$ cat src/rtl/drain_pkg.sv
package drain_pkg;
  typedef enum logic [1:0] {
    ST_IDLE  = 2'd0,
    ST_READ  = 2'd1,
    ST_CAPT  = 2'd2,
    ST_FLUSH = 2'd3
  } drain_state_t;
endpackage

$ cat src/rtl/flag_sync.sv
module flag_sync #(
  parameter int STAGES = 2
) (
  input  logic clk,
  input  logic rst,
  input  logic flag_n_async,
  output logic flag_seen
);
  logic [STAGES-1:0] chain_q;

  always_ff @(posedge clk) begin
    if (rst) chain_q <= '1;
    else     chain_q <= {chain_q[STAGES-2:0], flag_n_async};
  end

  assign flag_seen = ~chain_q[STAGES-1];
endmodule

$ cat src/rtl/word_packer.sv
module word_packer #(
  parameter int WORD_W = 32,
  parameter int BYTE_W = 8
) (
  input  logic              clk,
  input  logic              rst,
  input  logic              cap_en,
  input  logic [BYTE_W-1:0] cap_byte,
  input  logic              cap_final,
  input  logic              out_ready,
  output logic [WORD_W-1:0] out_data,
  output logic              out_valid,
  output logic              out_last,
  output logic              slot_free,
  output logic              burst_done
);
  localparam int LANES = WORD_W / BYTE_W;
  localparam int IDX_W = (LANES > 1) ? $clog2(LANES) : 1;
  localparam logic [IDX_W-1:0] TOP_LANE = IDX_W'(LANES - 1);

  logic [IDX_W-1:0]  idx_q;
  logic [WORD_W-1:0] asm_q;
  logic [WORD_W-1:0] word_next;

  always_comb begin
    word_next = asm_q;
    word_next[idx_q*BYTE_W +: BYTE_W] = cap_byte;
  end

  assign slot_free  = (idx_q != TOP_LANE) || !out_valid;
  assign burst_done = out_valid && out_ready && out_last;

  always_ff @(posedge clk) begin
    if (rst) begin
      idx_q     <= '0;
      asm_q     <= '0;
      out_data  <= '0;
      out_valid <= 1'b0;
      out_last  <= 1'b0;
    end else begin
      if (out_valid && out_ready) begin
        out_valid <= 1'b0;
        out_last  <= 1'b0;
      end
      if (cap_en) begin
        if (idx_q == TOP_LANE) begin
          out_data  <= word_next;
          out_valid <= 1'b1;
          out_last  <= cap_final;
          idx_q     <= '0;
        end else begin
          asm_q <= word_next;
          idx_q <= idx_q + 1'b1;
        end
      end
    end
  end

  assert_hold_R6: assert property (@(posedge clk) disable iff (rst)
    (out_valid && !out_ready) |=> (out_valid && $stable(out_data) && $stable(out_last)));

  assert_last_whole_R5: assert property (@(posedge clk) disable iff (rst)
    (out_valid && out_last) |-> (idx_q == '0));

  assert_no_overwrite_R6: assert property (@(posedge clk) disable iff (rst)
    (cap_en && idx_q == TOP_LANE) |-> !out_valid);
endmodule

$ cat src/rtl/drain_ctrl.sv
module drain_ctrl
  import drain_pkg::*;
#(
  parameter int PKT_BYTES = 1024
) (
  input  logic clk,
  input  logic rst,
  input  logic half_seen,
  input  logic fifo_empty_n,
  input  logic slot_free,
  input  logic burst_done,
  output logic fifo_rd_n,
  output logic cap_en,
  output logic cap_final
);
  localparam int CNT_W = $clog2(PKT_BYTES + 1);

  drain_state_t state_q;
  logic [CNT_W-1:0] left_q;

  assign cap_en    = (state_q == ST_CAPT);
  assign cap_final = (left_q == CNT_W'(1));

  always_ff @(posedge clk) begin
    if (rst) begin
      state_q   <= ST_IDLE;
      left_q    <= '0;
      fifo_rd_n <= 1'b1;
    end else begin
      case (state_q)
        ST_IDLE: begin
          if (half_seen) begin
            left_q  <= CNT_W'(PKT_BYTES);
            state_q <= ST_READ;
          end
        end
        ST_READ: begin
          if (fifo_empty_n && slot_free) begin
            fifo_rd_n <= 1'b0;
            state_q   <= ST_CAPT;
          end
        end
        ST_CAPT: begin
          fifo_rd_n <= 1'b1;
          left_q    <= left_q - 1'b1;
          state_q   <= cap_final ? ST_FLUSH : ST_READ;
        end
        ST_FLUSH: begin
          if (burst_done) state_q <= ST_IDLE;
        end
        default: state_q <= ST_IDLE;
      endcase
    end
  end

  assert_no_read_empty_R7: assert property (@(posedge clk) disable iff (rst)
    !fifo_rd_n |-> fifo_empty_n);

  assert_strobe_width_R9: assert property (@(posedge clk) disable iff (rst)
    !fifo_rd_n |=> fifo_rd_n);

  assert_idle_quiet_R8: assert property (@(posedge clk) disable iff (rst)
    (state_q == ST_IDLE || state_q == ST_FLUSH) |-> fifo_rd_n);

  assert_count_bound_R3: assert property (@(posedge clk) disable iff (rst)
    (state_q != ST_IDLE) |-> (left_q <= CNT_W'(PKT_BYTES)));
endmodule

$ cat src/rtl/fifo_burst_drain.sv
module fifo_burst_drain #(
  parameter int FIFO_DEPTH = 2048,
  parameter int WORD_W     = 32,
  parameter int BYTE_W     = 8
) (
  input  logic              clk,
  input  logic              rst,
  input  logic              fifo_half_n,
  input  logic              fifo_empty_n,
  input  logic [BYTE_W-1:0] fifo_data,
  output logic              fifo_rd_n,
  output logic [WORD_W-1:0] out_data,
  output logic              out_valid,
  output logic              out_last,
  input  logic              out_ready
);
  localparam int PKT_BYTES = FIFO_DEPTH / 2;

  logic half_seen;
  logic slot_free;
  logic burst_done;
  logic cap_en;
  logic cap_final;

  flag_sync #(.STAGES(2)) u_sync (
    .clk          (clk),
    .rst          (rst),
    .flag_n_async (fifo_half_n),
    .flag_seen    (half_seen)
  );

  drain_ctrl #(.PKT_BYTES(PKT_BYTES)) u_ctrl (
    .clk          (clk),
    .rst          (rst),
    .half_seen    (half_seen),
    .fifo_empty_n (fifo_empty_n),
    .slot_free    (slot_free),
    .burst_done   (burst_done),
    .fifo_rd_n    (fifo_rd_n),
    .cap_en       (cap_en),
    .cap_final    (cap_final)
  );

  word_packer #(.WORD_W(WORD_W), .BYTE_W(BYTE_W)) u_pack (
    .clk        (clk),
    .rst        (rst),
    .cap_en     (cap_en),
    .cap_byte   (fifo_data),
    .cap_final  (cap_final),
    .out_ready  (out_ready),
    .out_data   (out_data),
    .out_valid  (out_valid),
    .out_last   (out_last),
    .slot_free  (slot_free),
    .burst_done (burst_done)
  );
endmodule

$ cat config.mk
export PLATFORM = sky130hd
export DESIGN_NAME = fifo_burst_drain
export DESIGN_NICKNAME = d
export VERILOG_FILES = /design/src/rtl/drain_pkg.sv /design/src/rtl/flag_sync.sv /design/src/rtl/word_packer.sv /design/src/rtl/drain_ctrl.sv /design/src/rtl/fifo_burst_drain.sv
export SDC_FILE = /design/constraint.sdc
export NUM_CORES = 1
export LEC_CHECK = 0
export BUFFER_PORTS_ARGS = -buffer_cell sky130_fd_sc_hd__buf_4
export CORE_MARGIN = 4
export CORE_UTILIZATION = 60
export CTS_CLUSTER_DIAMETER = 40
export DETAILED_ROUTE_END_ITERATION = 16
export PLACE_DENSITY = 0.83
export SYNTH_ARGS = -nofsm -noshare
export SYNTH_HDL_FRONTEND = slang
export SYNTH_SLANG_ARGS = --single-unit
export TNS_END_PERCENT = 30
$ cat constraint.sdc
create_clock -name clk -period 5 [get_ports clk]
set_clock_uncertainty 0.15 [all_clocks]
set_input_delay 0 -clock clk [delete_from_list [all_inputs] [get_ports clk]]
set_output_delay 0 -clock clk [all_outputs]
set_load 0.01 [all_outputs]
==> reports/results.txt <==
YS warnings - 0
Layout Nets - 458
DRT Pass-1 Iters - 6
post-synthesis cell count - 392
Initial Util - 0.6210
row cnt - 26
Placed Cells - 486
Peak VDD IR - 293.9 uV
Critical Path RT - 5.14 ns
pwr/cell area - 301.2 nW/um^2
GR Util All Layers - 0.2586
synth unique cells - 42
largest cells by area after synthesis - dfxtp_1 (48%), nor2_1 (11%), a22oi_1 (7.5%)
DR vias/cell - 5.844
DRC Markers - 0
clk buf depth - 2
Die Wd - 80.94 um
fin crit period - 2.610 ns
Sink Count - 76
Hold Crit Class - in2reg
FF/Latch Area - 1521 um^2
register area share after synthesis - 0.4767
clock slew at reported path FFs - 0.08 ns
ys async rst share - 0
largest net degree at the start of global routing - 79
routability cong. - 0.9397
vias in the first global route - 2690
DR vias - 2998
Setup TNS - 0 ns
Ant. Diodes - 0
most frequent cell after synthesis - nor2_1
Syn Nets - 412
period utilization - 0.5220
Post-CTS Setup Bufs - 0
H-tree Lvls - 3
CP endpoint kind - flip-flop
Area Overhead vs Synth - 21.36%
top_reg_cell synth - dfxtp_1
Core Box Area - 5140 um^2
worst skew pair latency - 0.35 ns
antenna violations before repair - 0
worst slew pin tran - 1.295 ns
Post-synth EDFFs - 0
RSZ-0062 raised after global routing - false
total grt overflow - 0
setup violators final - 0
Synth area leader - dfxtp_1
Post-Route WL - 7877 um
status - complete, no violations
Final Hold Viols - 0
global-route wire length before repair - 12990 um
share of the synthesized area in the top cell type - 0.4767
CP arrival - 2.75 ns
post-route setup slack - 2.390 ns
fmax - 383.1 MHz
per-cell routed wire length - 15.35 um
PnR Total Power - 1.167 mW
max_cap viols - 0
die height - 80.94 um
fillers - 400
TritonCTS Buffers - 9
Seq cells post-synth - 76
dpl ws - 2.452 ns
CP max FO - 8
critical path startpoint category - flip-flop
CTS tree - yes
Netlist Area Pre-Place - 3192 um^2
Final Instance Count excl. Fillers - 513
Commonest cells post-synth - nor2_1 (93), dfxtp_1 (76), inv_1 (37)
Slew HR - 0.1284
antenna-violating nets left - 0
Multi-input gate area - 1440 um^2
# port buffers - 47
Die Footprint - 6550 um^2
Mean Syn Cell Area - 8.142 um^2
layout cell share with drive strength beyond 1 - 0.1716
Final HPWL DP - 5327 um
LEAKAGE - 1.505 nW
Ports - 48
CTS root buf - clkbuf_8
post-layout util - 0.7537
CTS resizes - 0
DRT iter0 DRCs - 246
Worst Path Class, Setup - reg2reg
Max Transition Viols Final - 0
==> cells in the final DEF, fill, tap and decap left out, types with 2 or more instances in the layout <==
| cell type | instances |
|---|---|
| ha_1 | 7 |
| nor2b_1 | 3 |
| or3_2 | 2 |
| clkbuf_8 | 9 |
| o31ai_1 | 2 |
| or4_2 | 2 |
| dlygate4sd3_1 | 11 |
| nor2_1 | 93 |
| a21oi_1 | 10 |
| buf_4 | 48 |
| or2_2 | 2 |
| a22oi_1 | 32 |
| nand2_1 | 13 |
| bufinv_16 | 2 |
| o22ai_1 | 24 |
| or4_1 | 2 |
| o211ai_1 | 2 |
| inv_1 | 37 |
| nand3_1 | 4 |
| nand4bb_1 | 2 |
| dfxtp_1 | 76 |
| nand2b_1 | 4 |
| nand3b_1 | 2 |
| clkinv_2 | 3 |
| nand4b_1 | 3 |
| o21ai_0 | 2 |
| nor3_1 | 24 |
| o311ai_0 | 2 |
| nor4_1 | 2 |
| a211oi_1 | 2 |
==> cells by family after synthesis <==
kind of cell / Yosys count / share of synthesized area
compound gates: 81 / 0.1729
fa+ha+maj: 7 / 0.02744
buf+inv: 61 / 0.07213
flops: 76 / 0.4767
mux: 1 / 0.003528
simple gates: 166 / 0.2474
==> per-layer routing <==
layer / share of wire / GRT usage / vias up
met2: 0.47 / 0.4007 / 141
met3: 0.094 / 0.07428 / 11
met4: 0.011 / 0.06588 / 0
li1: - / - / 1444
met5: 0 / 0 / -
met1: 0.43 / 0.3550 / 1402
==> worst paths after layout <==
path	end	cells after the start	slack, ns	startpoint
worst min-delay path	u_ctrl.left_q[5]	2	0.04	rst
worst max-delay path	u_pack.out_data[25]	5	2.39	u_pack.idx_q[0]
worst min register to register	u_sync.chain_q[1]	1	0.29	u_sync.chain_q[0]
worst max register to register	u_pack.out_data[25]	5	2.39	u_pack.idx_q[0]
==> worst max-delay path, stage by stage, from the launching register on <==
cell,delay (ns)
dfxtp_1,0.47
inv_1,0.16
ha_1,0.38
nor4_1,1.10
a22oi_1,0.15
nor2_1,0.14
==> sequential cells by signal (all words and copies together) (netlist names) <==
| register | flops |
|---|---|
| u_sync.chain_q | 2 |
| u_ctrl.fifo_rd_n | 1 |
| u_pack.asm_q | 24 |
| u_pack.out_last | 1 |
| u_pack.out_data | 32 |
| u_pack.idx_q | 2 |
| u_pack.out_valid | 1 |
| u_ctrl.state_q | 2 |
| u_ctrl.left_q | 11 |
==> where the power goes <==
group          switching [mW]  internal [mW]  total, mW  leakage (nW)
registers             0.00305          0.608      0.611         0.613
clock network           0.225          0.279      0.504         0.109
logic                  0.0311         0.0209     0.0521         0.783
==> stage by stage <==
step / hold slack (ns) / area [um^2]
2_1_floorplan: -0.04619 / 3192
3_3_place_gp: 0.04213 / 3548
3_5_place_dp: 0.04275 / 3548
4_1_cts: 0.03767 / 3874
5_1_grt: 0.06113 / 3874
6_report: 0.03908 / 3874
==> area by class of cell <==
class / instances / share of cell area
Clock buffer: 9 / 0.03198
Clock inverter: 7 / 0.02358
Inverter: 37 / 0.03585
Multi-Input combinational cell: 255 / 0.3718
Sequential cell: 76 / 0.3928
Tap cell: 70 / 0.02261
Timing Repair Buffer: 59 / 0.1214
==> what timing repair did <==
action / CTS / global route
hold buffers: 11 / 0
endpoints found under the setup margin: 0 / 0
endpoints found under the hold margin: 38 / 0
(Power assumes the default switching activity.)
